--- config.mk ---
export PLATFORM = sky130hd
export DESIGN_NAME = early_div
export DESIGN_NICKNAME = d
export VERILOG_FILES = /design/src/rtl/early_div_pkg.sv /design/src/rtl/early_div_lzc.sv /design/src/rtl/early_div_step.sv /design/src/rtl/early_div.sv
export SDC_FILE = /design/constraint.sdc
export NUM_CORES = 1
export LEC_CHECK = 0
export BUFFER_PORTS_ARGS = -buffer_cell sky130_fd_sc_hd__buf_2
export CORE_MARGIN = 5
export CORE_UTILIZATION = 60
export DETAILED_ROUTE_END_ITERATION = 10
export PLACE_DENSITY = 0.88
export SLEW_MARGIN = 0
export SYNTH_ARGS = -nofsm -noshare
export SYNTH_HDL_FRONTEND = slang
export SYNTH_SLANG_ARGS = --single-unit
--- constraint.sdc ---
create_clock -name clk -period 27.1 [get_ports clk]
set_input_delay 1.355 -clock clk [delete_from_list [all_inputs] [get_ports clk]]
set_output_delay 1.355 -clock clk [all_outputs]
set_load 0.02 [all_outputs]
--- src/rtl/early_div_pkg.sv ---
package early_div_pkg;
  // quotient bits retired per clock (radix 4)
  localparam int unsigned DIV_STEP_BITS = 2;

  typedef struct packed {
    logic q_neg;    // negate magnitude quotient at the end
    logic r_neg;    // negate magnitude remainder at the end
    logic by_zero;  // divisor was zero
  } div_flags_t;
endpackage

--- src/rtl/early_div_lzc.sv ---
module early_div_lzc #(
  parameter int unsigned W  = 32,
  parameter int unsigned LW = $clog2(W + 1)
) (
  input  logic [W-1:0]  vec,
  output logic [LW-1:0] zeros
);
  // ascending scan: the highest set bit written last wins
  always_comb begin
    zeros = LW'(W);
    for (int i = 0; i < W; i++) begin
      if (vec[i]) zeros = LW'(W - 1 - i);
    end
  end
endmodule

--- src/rtl/early_div_step.sv ---
module early_div_step #(
  parameter int unsigned W  = 32,
  parameter int unsigned SB = 2
) (
  input  logic [W-1:0]  rem_in,
  input  logic [SB-1:0] bits_in,
  input  logic [W-1:0]  dsr,
  output logic [W-1:0]  rem_out,
  output logic [SB-1:0] q_out
);
  logic [W-1:0] chain [0:SB];

  assign chain[0] = rem_in;

  for (genvar g = 0; g < SB; g++) begin : g_sub
    logic [W:0] trial;
    logic [W:0] diff;
    logic       ge;
    assign trial           = {chain[g], bits_in[SB-1-g]};
    assign diff            = trial - {1'b0, dsr};
    assign ge              = (trial >= {1'b0, dsr});
    assign chain[g+1]      = ge ? diff[W-1:0] : trial[W-1:0];
    assign q_out[SB-1-g]   = ge;
  end

  assign rem_out = chain[SB];

  // a partial remainder below the divisor stays below it
  always_comb begin
    if ((dsr != '0) && (rem_in < dsr)) begin
      rem_bound_chk: assert (rem_out < dsr);
    end
  end
endmodule

--- src/rtl/early_div.sv ---
module early_div
  import early_div_pkg::*;
#(
  parameter int unsigned W         = 32,
  parameter int unsigned MIN_ITERS = 6
) (
  input  logic         clk,
  input  logic         rst_n,
  input  logic         start,
  input  logic         is_signed,
  input  logic [W-1:0] dividend,
  input  logic [W-1:0] divisor,
  output logic         busy,
  output logic         done,
  output logic [W-1:0] quotient,
  output logic [W-1:0] remainder
);
  localparam int unsigned SB    = DIV_STEP_BITS;
  localparam int unsigned ITERS = W / SB;
  localparam int unsigned CW    = $clog2(ITERS + 2);
  localparam int unsigned LW    = $clog2(W + 1);

  // ---------------- registers ----------------
  logic           busy_q, done_q;
  logic [CW-1:0]  iter_q, lat_q;
  logic [W-1:0]   dvd_q, rem_q, quo_q, dsr_q, orig_q;
  logic [W-1:0]   quot_q, rmd_q;
  div_flags_t     flg_q;

  // ---------------- next state ----------------
  logic           busy_d, done_d;
  logic [CW-1:0]  iter_d;
  logic [W-1:0]   dvd_d, rem_d, quo_d, dsr_d, orig_d;
  logic [W-1:0]   quot_d, rmd_d;
  div_flags_t     flg_d;

  // ---------------- operand preparation ----------------
  logic           accept, fin, work_en;
  logic           a_neg, b_neg, b_zero;
  logic [W-1:0]   a_mag, b_mag, dvd_start;
  logic [LW-1:0]  a_lz;
  logic [LW:0]    sig_bits, need, shamt;
  logic [W-1:0]   rem_nx, q_full, q_res, r_res;
  logic [SB-1:0]  qb_nx;

  assign accept  = start & ~busy_q;
  assign fin     = busy_q & (iter_q == CW'(1));
  assign work_en = accept | busy_q;

  always_comb begin
    a_neg  = is_signed & dividend[W-1];
    b_neg  = is_signed & divisor[W-1];
    a_mag  = a_neg ? ({W{1'b0}} - dividend) : dividend;
    b_mag  = b_neg ? ({W{1'b0}} - divisor) : divisor;
    b_zero = (divisor == '0);
  end

  early_div_lzc #(.W(W), .LW(LW)) u_lzc (
    .vec   (a_mag),
    .zeros (a_lz)
  );

  // pick the first bit pair that can yield a quotient bit, floor at MIN_ITERS
  always_comb begin
    sig_bits = (LW+1)'(W) - {1'b0, a_lz};
    need     = (sig_bits + (LW+1)'(1)) >> 1;
    if (b_zero || (need < (LW+1)'(MIN_ITERS))) need = (LW+1)'(MIN_ITERS);
    shamt     = (LW+1)'(W) - (need << 1);
    dvd_start = a_mag << shamt;
  end

  // ---------------- iteration datapath ----------------
  early_div_step #(.W(W), .SB(SB)) u_step (
    .rem_in  (rem_q),
    .bits_in (dvd_q[W-1 -: SB]),
    .dsr     (dsr_q),
    .rem_out (rem_nx),
    .q_out   (qb_nx)
  );

  always_comb begin
    q_full = {quo_q[W-SB-1:0], qb_nx};
    q_res  = flg_q.by_zero ? {W{1'b1}}
           : (flg_q.q_neg ? ({W{1'b0}} - q_full) : q_full);
    r_res  = flg_q.by_zero ? orig_q
           : (flg_q.r_neg ? ({W{1'b0}} - rem_nx) : rem_nx);
  end

  // ---------------- control ----------------
  always_comb begin
    busy_d = busy_q;
    iter_d = iter_q;
    dvd_d  = dvd_q;
    rem_d  = rem_q;
    quo_d  = quo_q;
    dsr_d  = dsr_q;
    orig_d = orig_q;
    flg_d  = flg_q;
    done_d = 1'b0;
    quot_d = quot_q;
    rmd_d  = rmd_q;
    if (accept) begin
      busy_d        = 1'b1;
      iter_d        = CW'(need);
      dvd_d         = dvd_start;
      rem_d         = '0;
      quo_d         = '0;
      dsr_d         = b_mag;
      orig_d        = dividend;
      flg_d.q_neg   = a_neg ^ b_neg;
      flg_d.r_neg   = a_neg;
      flg_d.by_zero = b_zero;
    end else if (busy_q) begin
      rem_d  = rem_nx;
      quo_d  = q_full;
      dvd_d  = dvd_q << SB;
      iter_d = iter_q - CW'(1);
      if (fin) begin
        busy_d = 1'b0;
        done_d = 1'b1;
        quot_d = q_res;
        rmd_d  = r_res;
      end
    end
  end

  // ---------------- state registers ----------------
  always_ff @(posedge clk or negedge rst_n) begin
    if (!rst_n) begin
      busy_q <= 1'b0;
      done_q <= 1'b0;
      iter_q <= '0;
      dvd_q  <= '0;
      rem_q  <= '0;
      quo_q  <= '0;
      dsr_q  <= '0;
      orig_q <= '0;
      flg_q  <= '0;
    end else begin
      done_q <= done_d;
      if (work_en) begin
        busy_q <= busy_d;
        iter_q <= iter_d;
        dvd_q  <= dvd_d;
        rem_q  <= rem_d;
        quo_q  <= quo_d;
        dsr_q  <= dsr_d;
        orig_q <= orig_d;
        flg_q  <= flg_d;
      end
    end
  end

  always_ff @(posedge clk or negedge rst_n) begin
    if (!rst_n) begin
      quot_q <= '0;
      rmd_q  <= '0;
    end else if (fin) begin
      quot_q <= quot_d;
      rmd_q  <= rmd_d;
    end
  end

  assign busy      = busy_q;
  assign done      = done_q;
  assign quotient  = quot_q;
  assign remainder = rmd_q;

  // ---------------- checks ----------------
  // elapsed-clock counter kept for the latency window check
  always_ff @(posedge clk or negedge rst_n) begin
    if (!rst_n)      lat_q <= '0;
    else if (accept) lat_q <= CW'(1);
    else if (busy_q) lat_q <= lat_q + CW'(1);
  end


  lat_window_chk: assert property (@(posedge clk) disable iff (!rst_n)
    fin |-> ((lat_q >= CW'(MIN_ITERS)) && (lat_q <= CW'(ITERS))));


  done_pulse_chk: assert property (@(posedge clk) disable iff (!rst_n)
    done_q |=> !done_q);


  done_idle_chk: assert property (@(posedge clk) disable iff (!rst_n)
    done_q |-> !busy_q);


  busy_rise_chk: assert property (@(posedge clk) disable iff (!rst_n)
    $rose(busy_q) |-> $past(start));


  ignore_start_chk: assert property (@(posedge clk) disable iff (!rst_n)
    (busy_q && !fin) |=> ($stable(dsr_q) && $stable(flg_q)));


  hold_result_chk: assert property (@(posedge clk) disable iff (!rst_n)
    !($stable(quot_q) && $stable(rmd_q)) |-> done_q);
endmodule

==> flow_summary.ini, run 1 <==
[worst_setup_path]
cp-start-kind = register
crit_arrival_ns = 11.06
cp_max_fo = 45
cp_slowest_cell = nor4_1
required_ns = 27.53
path_class = register to register
crit_path_max_incr_delay_ns = 0.76
end_kind = register

[logic_synthesis]
syn_nets = 2454
synth-seq-cells = 232
synth_cell_type_count = 92
synthMuxAreaShare = 0.0746
synth_top_family_by_area = compound AO/OA/AOI/OAI gates
synth_cells = 2312
synth_warnings = 0
synth_top_area_cell = dfrtp_1
synthAdderAreaFrac = 0.0494
ys_seq_area_frac = 0.305
synth-simple-area-share = 0.199
ys_async_sr_fraction = 1.00
synthXorXnorAreaFrac = 0.0750
synth_compound_area_frac = 0.250
synth_area_um2 = 19000
synth.most_common_cell = nand2_1
yosys.area.top_type_share = 0.305
synth_ff_type = dfrtp_1
avgSynthCellArea_um2 = 8.23
synth_area_leaders = dfrtp_1 30%, o21ai_0 4.9%, ha_1 4.7%
synth_edf_count = 0
yosys-top-cells-count = 233 x nand2_1, 232 x dfrtp_1, 197 x nor2_1, 187 x o21ai_0, 154 x a21oi_1

[cts]
cts_hold_buf = 0
cts.sinks = 232
clk_pin_slew_ns = 0.07
cts_root_buf = clkbuf_16
cts_tree = done
cts_resized = 0
cts_setup_buffers = 0
numCtsBuffers = 26
clock_latency_ns = 0.55
cts_buffer_depth = 3
cts_htree_levels = 1

[grt]
grt_pass1_vias = 17900
grt_max_degree = 110
gr-total-overflow = 0
grt.total_usage = 0.345
antenna_found_initial = 1
grt_first_pass_wirelength_um = 99800

[sta]
period_share = 0.392
fin_ws_ns = 16.47
slew_viol_final = 0
finalHoldViolCount = 0
grt_setup_unrepaired = false
clock_skew_ns = 0.0118
setup_viol = 0
tns_ns = 0
fmax_mhz = 94.1
worstMarginPinSlew_ns = 1.38
slew_headroom = 0.0707
min_period_ns = 10.63

[placement]
io_buffers = 133
routabilityCongestion = 1.01
dp.cells = 2719
postPlaceCellArea_um2 = 19800
dpl_worst_slack_ns = 16.88
dp_hpwl_um = 47200

[floorplan]
initial_core_util = 0.605
die_area_um2 = 35400
dieWidth_um = 188
fp.dieH_um = 188
ios = 134
fp-row-count = 65
core_area_um2 = 31500

[final_layout]
fin_area_um2 = 20600
diodes = 0
stdcell_count = 2764
nets = 2487
syn_to_final_growth_pct = 8.01
drive_above_1_share = 0.128

[routing]
drt-wirelength-per-cell_um = 22.9
drt_pre_antenna_iters = 8
detail_route.wirelength_um = 63200
viasPerCell = 6.78
drcViolationCount = 0
ant_nets = 0
num_vias = 18700
drt_iter0_drc = 2028

[run_status]
outcome = finished clean

[worst_hold_path]
hp-class = register to register

[run]
maxCapViolCount = 0
## placed cells by master (no fill, tap or decap), types with 19 or more instances in the layout
master	instances
ha_1	72
nor4_1	25
a22o_1	58
mux2i_1	64
o31ai_1	26
or3_1	33
nand2b_1	19
nand2_1	232
a21oi_1	154
xnor2_1	85
o211ai_1	30
nor3_1	57
inv_1	79
buf_2	132
a31oi_1	30
and2_1	20
a22oi_1	24
a21o_1	30
mux2_2	58
nand4_1	26
nand3_1	60
or4_1	23
o21a_1	21
o21ai_0	187
xor2_1	78
clkbuf_16	26
nor2_1	195
dfrtp_1	231
## stage by stage
step,hold WS (ns),utilization
2_1_floorplan,0.445,-
3_3_place_gp,0.460,0.628
3_5_place_dp,0.468,0.628
4_1_cts,0.483,0.653
5_1_grt,0.500,0.653
6_report,0.482,0.653
## logic make-up after synthesis
| group | after synthesis |
|---|---|
| simple gates | 774 |
| compound gates | 713 |
| flops | 232 |
| buf+inv | 228 |
| xor+xnor | 163 |
| mux | 128 |
| fa+ha+maj | 74 |
## cell type report
cell class                 count  area [um^2]
inverter                      85          319
fill                        2689        10900
clock inverter                 9         63.8
sequential                   232         5810
timing repair buffer         148          788
tap                          402          503
multi-input combinational   1852        12400
clock buffer                  36          728
## flip-flops by register name (all words and copies together), names as in the netlist, 5 cells and up
register,count
quo_q,30
remainder,32
rem_q,32
iter_q,5
quotient,32
dsr_q,32
dvd_q,32
orig_q,32
## critical path, delay by kind of cell, from the launching register on
kind,cells,cell delay [ns]
xor gates and xnor gates,2,0.29
AOI/OAI and AO/OA,15,4.66
muxes,1,0.29
adders and majority gates,4,1.40
buffers and inverters,4,0.80
DFF,1,0.40
and+or+nand+nor,8,2.61
## final timing paths
path | from | endpoint | slack [ns] | cells after the start
worst max-delay path | dvd_q[31] | remainder[28] | 16.47 | 34
worst min-delay path | remainder[15] | remainder[15] | 0.48 | 2
worst max register to register | dvd_q[31] | remainder[28] | 16.47 | 34
worst min register to register | remainder[15] | remainder[15] | 0.48 | 2
max in group asynchronous | rst_n | busy | 24.78 | 2
min in group asynchronous | rst_n | quotient[16] | 0.81 | 1
## layer usage
layer  GRT usage  vias up  wire length [um]  share of wire
li1            -     8566                 -              -
met1       0.483     8986             26300           0.42
met2       0.528     1024             27600           0.44
met3      0.0771      169              6750           0.11
met4       0.123        0              2550          0.040
met5           0        -                 0              0
Power of run 1 is not shown: default switching activity piles up to over one toggle a cycle in this logic, so the estimate is an artifact.
==> run 2, diff against run 1 <==
--- a/config.mk
+++ b/config.mk
@@ -7,9 +7,9 @@
 export LEC_CHECK = 0
 export BUFFER_PORTS_ARGS = -buffer_cell sky130_fd_sc_hd__buf_2
 export CORE_MARGIN = 5
-export CORE_UTILIZATION = 60
+export CORE_UTILIZATION = 56
 export DETAILED_ROUTE_END_ITERATION = 10
-export PLACE_DENSITY = 0.88
+export PLACE_DENSITY = 0.87
 export SLEW_MARGIN = 0
 export SYNTH_ARGS = -nofsm -noshare
 export SYNTH_HDL_FRONTEND = slang
==> constraint.sdc (replaced) <==
create_clock -name clk -period 9.25 [get_ports clk]
set_input_delay 0.4625 -clock clk [delete_from_list [all_inputs] [get_ports clk]]
set_output_delay 0.4625 -clock clk [all_outputs]
set_load 0.02 [all_outputs]
==> flow_summary.ini, run 2 (synthesis results as in run 1) <==
[routing]
detail_route.wirelength_um = 67100
drt-wirelength-per-cell_um = 23.7
drt_iter0_drc = 2086
drcViolationCount = 0
top_layer_used = met5
viasPerCell = 6.70
dr_wl_met3_um = 7010
num_vias = 19000
ant_nets = 0
dr_wl_met2_um = 29400
m1WireLength_um = 28300
drt_pre_antenna_iters = 6

[worst_setup_path]
cp-start-kind = register
end_kind = register
crit_path_max_incr_delay_ns = 0.71
crit_arrival_ns = 9.38
cp_slowest_cell = or4b_2
cp_max_fo = 9
cpMostUsedCell = a21oi_1
path_class = register to register
required_ns = 9.70

[run_status]
outcome = finished clean

[floorplan]
initial_core_util = 0.568
dieWidth_um = 194
die_area_um2 = 37800
fp.dieH_um = 194
fp-row-count = 67
ios = 134
core_area_um2 = 33500

[final_layout]
syn_to_final_growth_pct = 9.87
layout_common_cells = 231 x nand2_1, 231 x dfrtp_1, 195 x nor2_1
drive_above_1_share = 0.136
nets = 2504

[run]
maxCapViolCount = 0

[cts]
clk_pin_slew_ns = 0.06
numCtsBuffers = 27
cts_setup_buffers = 0
cts_htree_levels = 1
clock_latency_ns = 0.57
cts_buffer_depth = 3
cts_root_buf = clkbuf_16
cts.sinks = 232
cts_tree = done

[grt]
grt.total_usage = 0.340
grt_pass1_vias = 18000
grt_max_degree = 109
gr-total-overflow = 0
grt_first_pass_wirelength_um = 104000
antenna_found_initial = 4

[sta]
worstMarginPinSlew_ns = 1.14
slew_viol_final = 0
tns_ns = 0
clock_skew_ns = 0.0174
finalHoldViolCount = 0
grt_setup_unrepaired = false
setup_viol = 0
period_share = 0.966
fmax_mhz = 112
slew_headroom = 0.242
min_period_ns = 8.93

[placement]
io_buffers = 133
routabilityCongestion = 1.05
dp_hpwl_um = 50400

[worst_hold_path]
hp-class = primary input to register
[run 2: changes by cell type in the layout (fill, tap and decap cells not counted), moves of 2 or more]
| cell | delta |
|---|---|
| buf_4 | +15 |
| clkinv_2 | -2 |
| bufinv_16 | +4 |
| clkbuf_1 | -2 |
[run 2: what timing repair did]
item,4_1_cts,5_1_grt
endpoints found under the setup margin,0,1
resized for setup,0,2
hold endpoints to repair,89,0
hold buffers,1,0
[run 2: through the flow]
step / utilization / std cells / cell area, um^2 / setup WS, ns / hold WS [ns]
finish: 0.624 / 2831 / 20900 / 0.315 / 0.212
global route: 0.624 / 2831 / 20900 / 0.0421 / 0.229
CTS: 0.623 / 2830 / 20900 / 0.458 / 0.200
detailed placement: 0.595 / 2780 / 19900 / 0.526 / 0.465
global placement: 0.595 / 2780 / 19900 / 0.656 / 0.460
floorplan: - / 2312 / 19000 / 0.317 / 0.167
[run 2: layout make-up]
type | instances | area [um^2]
Multi-Input combinational cell | 1852 | 12400
Antenna cell | 1 | 2.50
Sequential cell | 232 | 5810
Tap cell | 448 | 561
Clock buffer | 36 | 759
Fill cell | 2991 | 12600
Timing Repair Buffer | 164 | 911
Inverter | 85 | 319
Clock inverter | 13 | 195
[run 2: path summary, 6_finish.rpt]
kind / start / to / slack (ns) / cells after the start
hold reg to reg: remainder[8] / remainder[8] / 0.47 / 2
max in group asynchronous: rst_n / dsr_q[5] / 6.44 / 4
setup reg to reg: dvd_q[31] / remainder[28] / 0.32 / 32
min in group asynchronous: rst_n / quotient[14] / 0.55 / 2
setup / recovery: dvd_q[31] / remainder[28] / 0.32 / 32
hold / removal: divisor[8] / dsr_q[8] / 0.21 / 3
[run 2: routing by layer]
| metal | up-vias | track usage |
|---|---|---|
| met1 | 9114 | 0.483 |
| met4 | 2 | 0.106 |
| met3 | 179 | 0.0750 |
| li1 | 8622 | - |
| met2 | 1063 | 0.523 |
| met5 | - | 0 |
[run 2: critical path, delay by kind of cell, from the launching register on]
kind	cells	cell delay, ns
AO/OA/AOI/OAI	16	4.94
XOR/XNOR	2	0.29
adder cells (fa/ha/maj)	4	1.21
buffers and inverters	4	0.42
flip-flops	1	0.40
multiplexers	1	0.30
AND/OR/NAND/NOR	5	1.26
Power of run 2 is left out for the same reason.
==> run 3, diff against run 2 <==
--- a/config.mk
+++ b/config.mk
@@ -10,6 +10,7 @@
 export CORE_UTILIZATION = 56
 export DETAILED_ROUTE_END_ITERATION = 10
 export PLACE_DENSITY = 0.87
+export RECOVER_POWER = 25
 export SLEW_MARGIN = 0
 export SYNTH_ARGS = -nofsm -noshare
 export SYNTH_HDL_FRONTEND = slang
==> flow_summary.ini, run 3 (synthesis results as in run 1) <==
[run_status]
outcome = complete, but fails checks
violations = max-capacitance violations, max-slew violations

[grt]
grt.total_usage = 0.340
grt_pass1_vias = 18000
grt_first_pass_wirelength_um = 104000
antenna_found_initial = 4
gr-total-overflow = 0
grt_max_degree = 109

[sta]
setup_viol = 0
min_period_ns = 8.94
worstMarginPinSlew_ns = 5.61
period_share = 0.967
tns_ns = 0
clock_skew_ns = 0.0221
grt_setup_unrepaired = false
fmax_mhz = 112
slew_viol_final = 99
slew_headroom = -2.74
finalHoldViolCount = 0

[cts]
clock_latency_ns = 0.58
clk_pin_slew_ns = 0.07
cts_buffer_depth = 3
cts_setup_buffers = 0
cts.sinks = 232
numCtsBuffers = 27
cts_htree_levels = 1
cts_root_buf = clkbuf_16
cts_tree = done

[routing]
drt_pre_antenna_iters = 5
num_vias = 19000
drt-wirelength-per-cell_um = 23.7
viasPerCell = 6.72
ant_nets = 0
detail_route.wirelength_um = 67200
drt_iter0_drc = 2031
drcViolationCount = 0

[worst_setup_path]
cp_slowest_cell = a2111oi_2
cp-start-kind = register
cp_max_fo = 23
r2r_cells = 33
required_ns = 9.70
end_kind = register
cpMostUsedCell = a21o_1
crit_path_max_incr_delay_ns = 0.72
crit_buf_inv = 3
path_class = register to register
path_depth = 33
critPathTopFamily = compound AO/OA/AOI/OAI gates
crit_arrival_ns = 9.39

[worst_hold_path]
min_path_cells = 3
hp-class = primary input to register

[final_layout]
syn_to_final_growth_pct = 9.58
drive_above_1_share = 0.121
nets = 2504
post-route-util = 0.622
layout_common_cells = 231 x nand2_1, 231 x dfrtp_1, 195 x nor2_1

[floorplan]
ios = 134
fp-row-count = 67
initial_core_util = 0.568
core_area_um2 = 33500
dieWidth_um = 194
die_area_um2 = 37800
fp.dieH_um = 194

[placement]
dp_hpwl_um = 50400
io_buffers = 133
routabilityCongestion = 1.05

[run]
maxCapViolCount = 1
## run 3: cell count changes in the layout (fill, tap and decap cells not counted)
cell,previous run,this run
clkbuf_1,4,40
buf_8,1,0
buf_2,132,97
## run 3: timing repair
action / CTS / global route
endpoints found under the setup margin: 0 / 1
gates resized for setup: 0 / 2
hold buffers: 1 / 0
hold endpoints to repair: 89 / 0
## run 3: cell type report
cell class	instances	area (um^2)
clock buffer	36	759
inverter	85	319
clock inverter	13	195
fill	3014	12700
sequential	232	5810
timing repair buffer	164	856
antenna	1	2.50
multi-input combinational	1852	12400
tap	448	561
## run 3: tightest hold or removal path, stage by stage
cell and delay [ns]:
buf_2 0.10, xnor2_1 0.11, o21ai_0 0.06
## run 3: final timing paths
kind                       slack [ns]          from       endpoint
max                              0.31     rem_q[15]  remainder[28]
min reg2reg                      0.48  remainder[8]   remainder[8]
max reg2reg                      0.31     rem_q[15]  remainder[28]
max in group asynchronous        2.81         rst_n       dsr_q[5]
min in group asynchronous        2.53         rst_n   quotient[14]
min                              0.21    divisor[8]       dsr_q[8]
## run 3: layer usage
layer	vias to the layer above	track usage	routed length (um)
li1	8597	-	-
met1	9153	0.483	28100
met2	1117	0.523	29700
met3	159	0.0750	7110
met4	2	0.106	2190
met5	-	0	13
## run 3: stage by stage
step                      instances  setup slack, ns  instance area [um^2]  hold WS [ns]
after global routing           2831           0.0421                 20900         0.229
after detailed placement       2780            0.526                 19900         0.465
after global placement         2780            0.656                 19900         0.460
after floorplan                2312            0.317                 19000         0.167
final                          2831            0.306                 20900         0.207
after CTS                      2830            0.458                 20900         0.200
Power of run 3 is left out for the same reason.
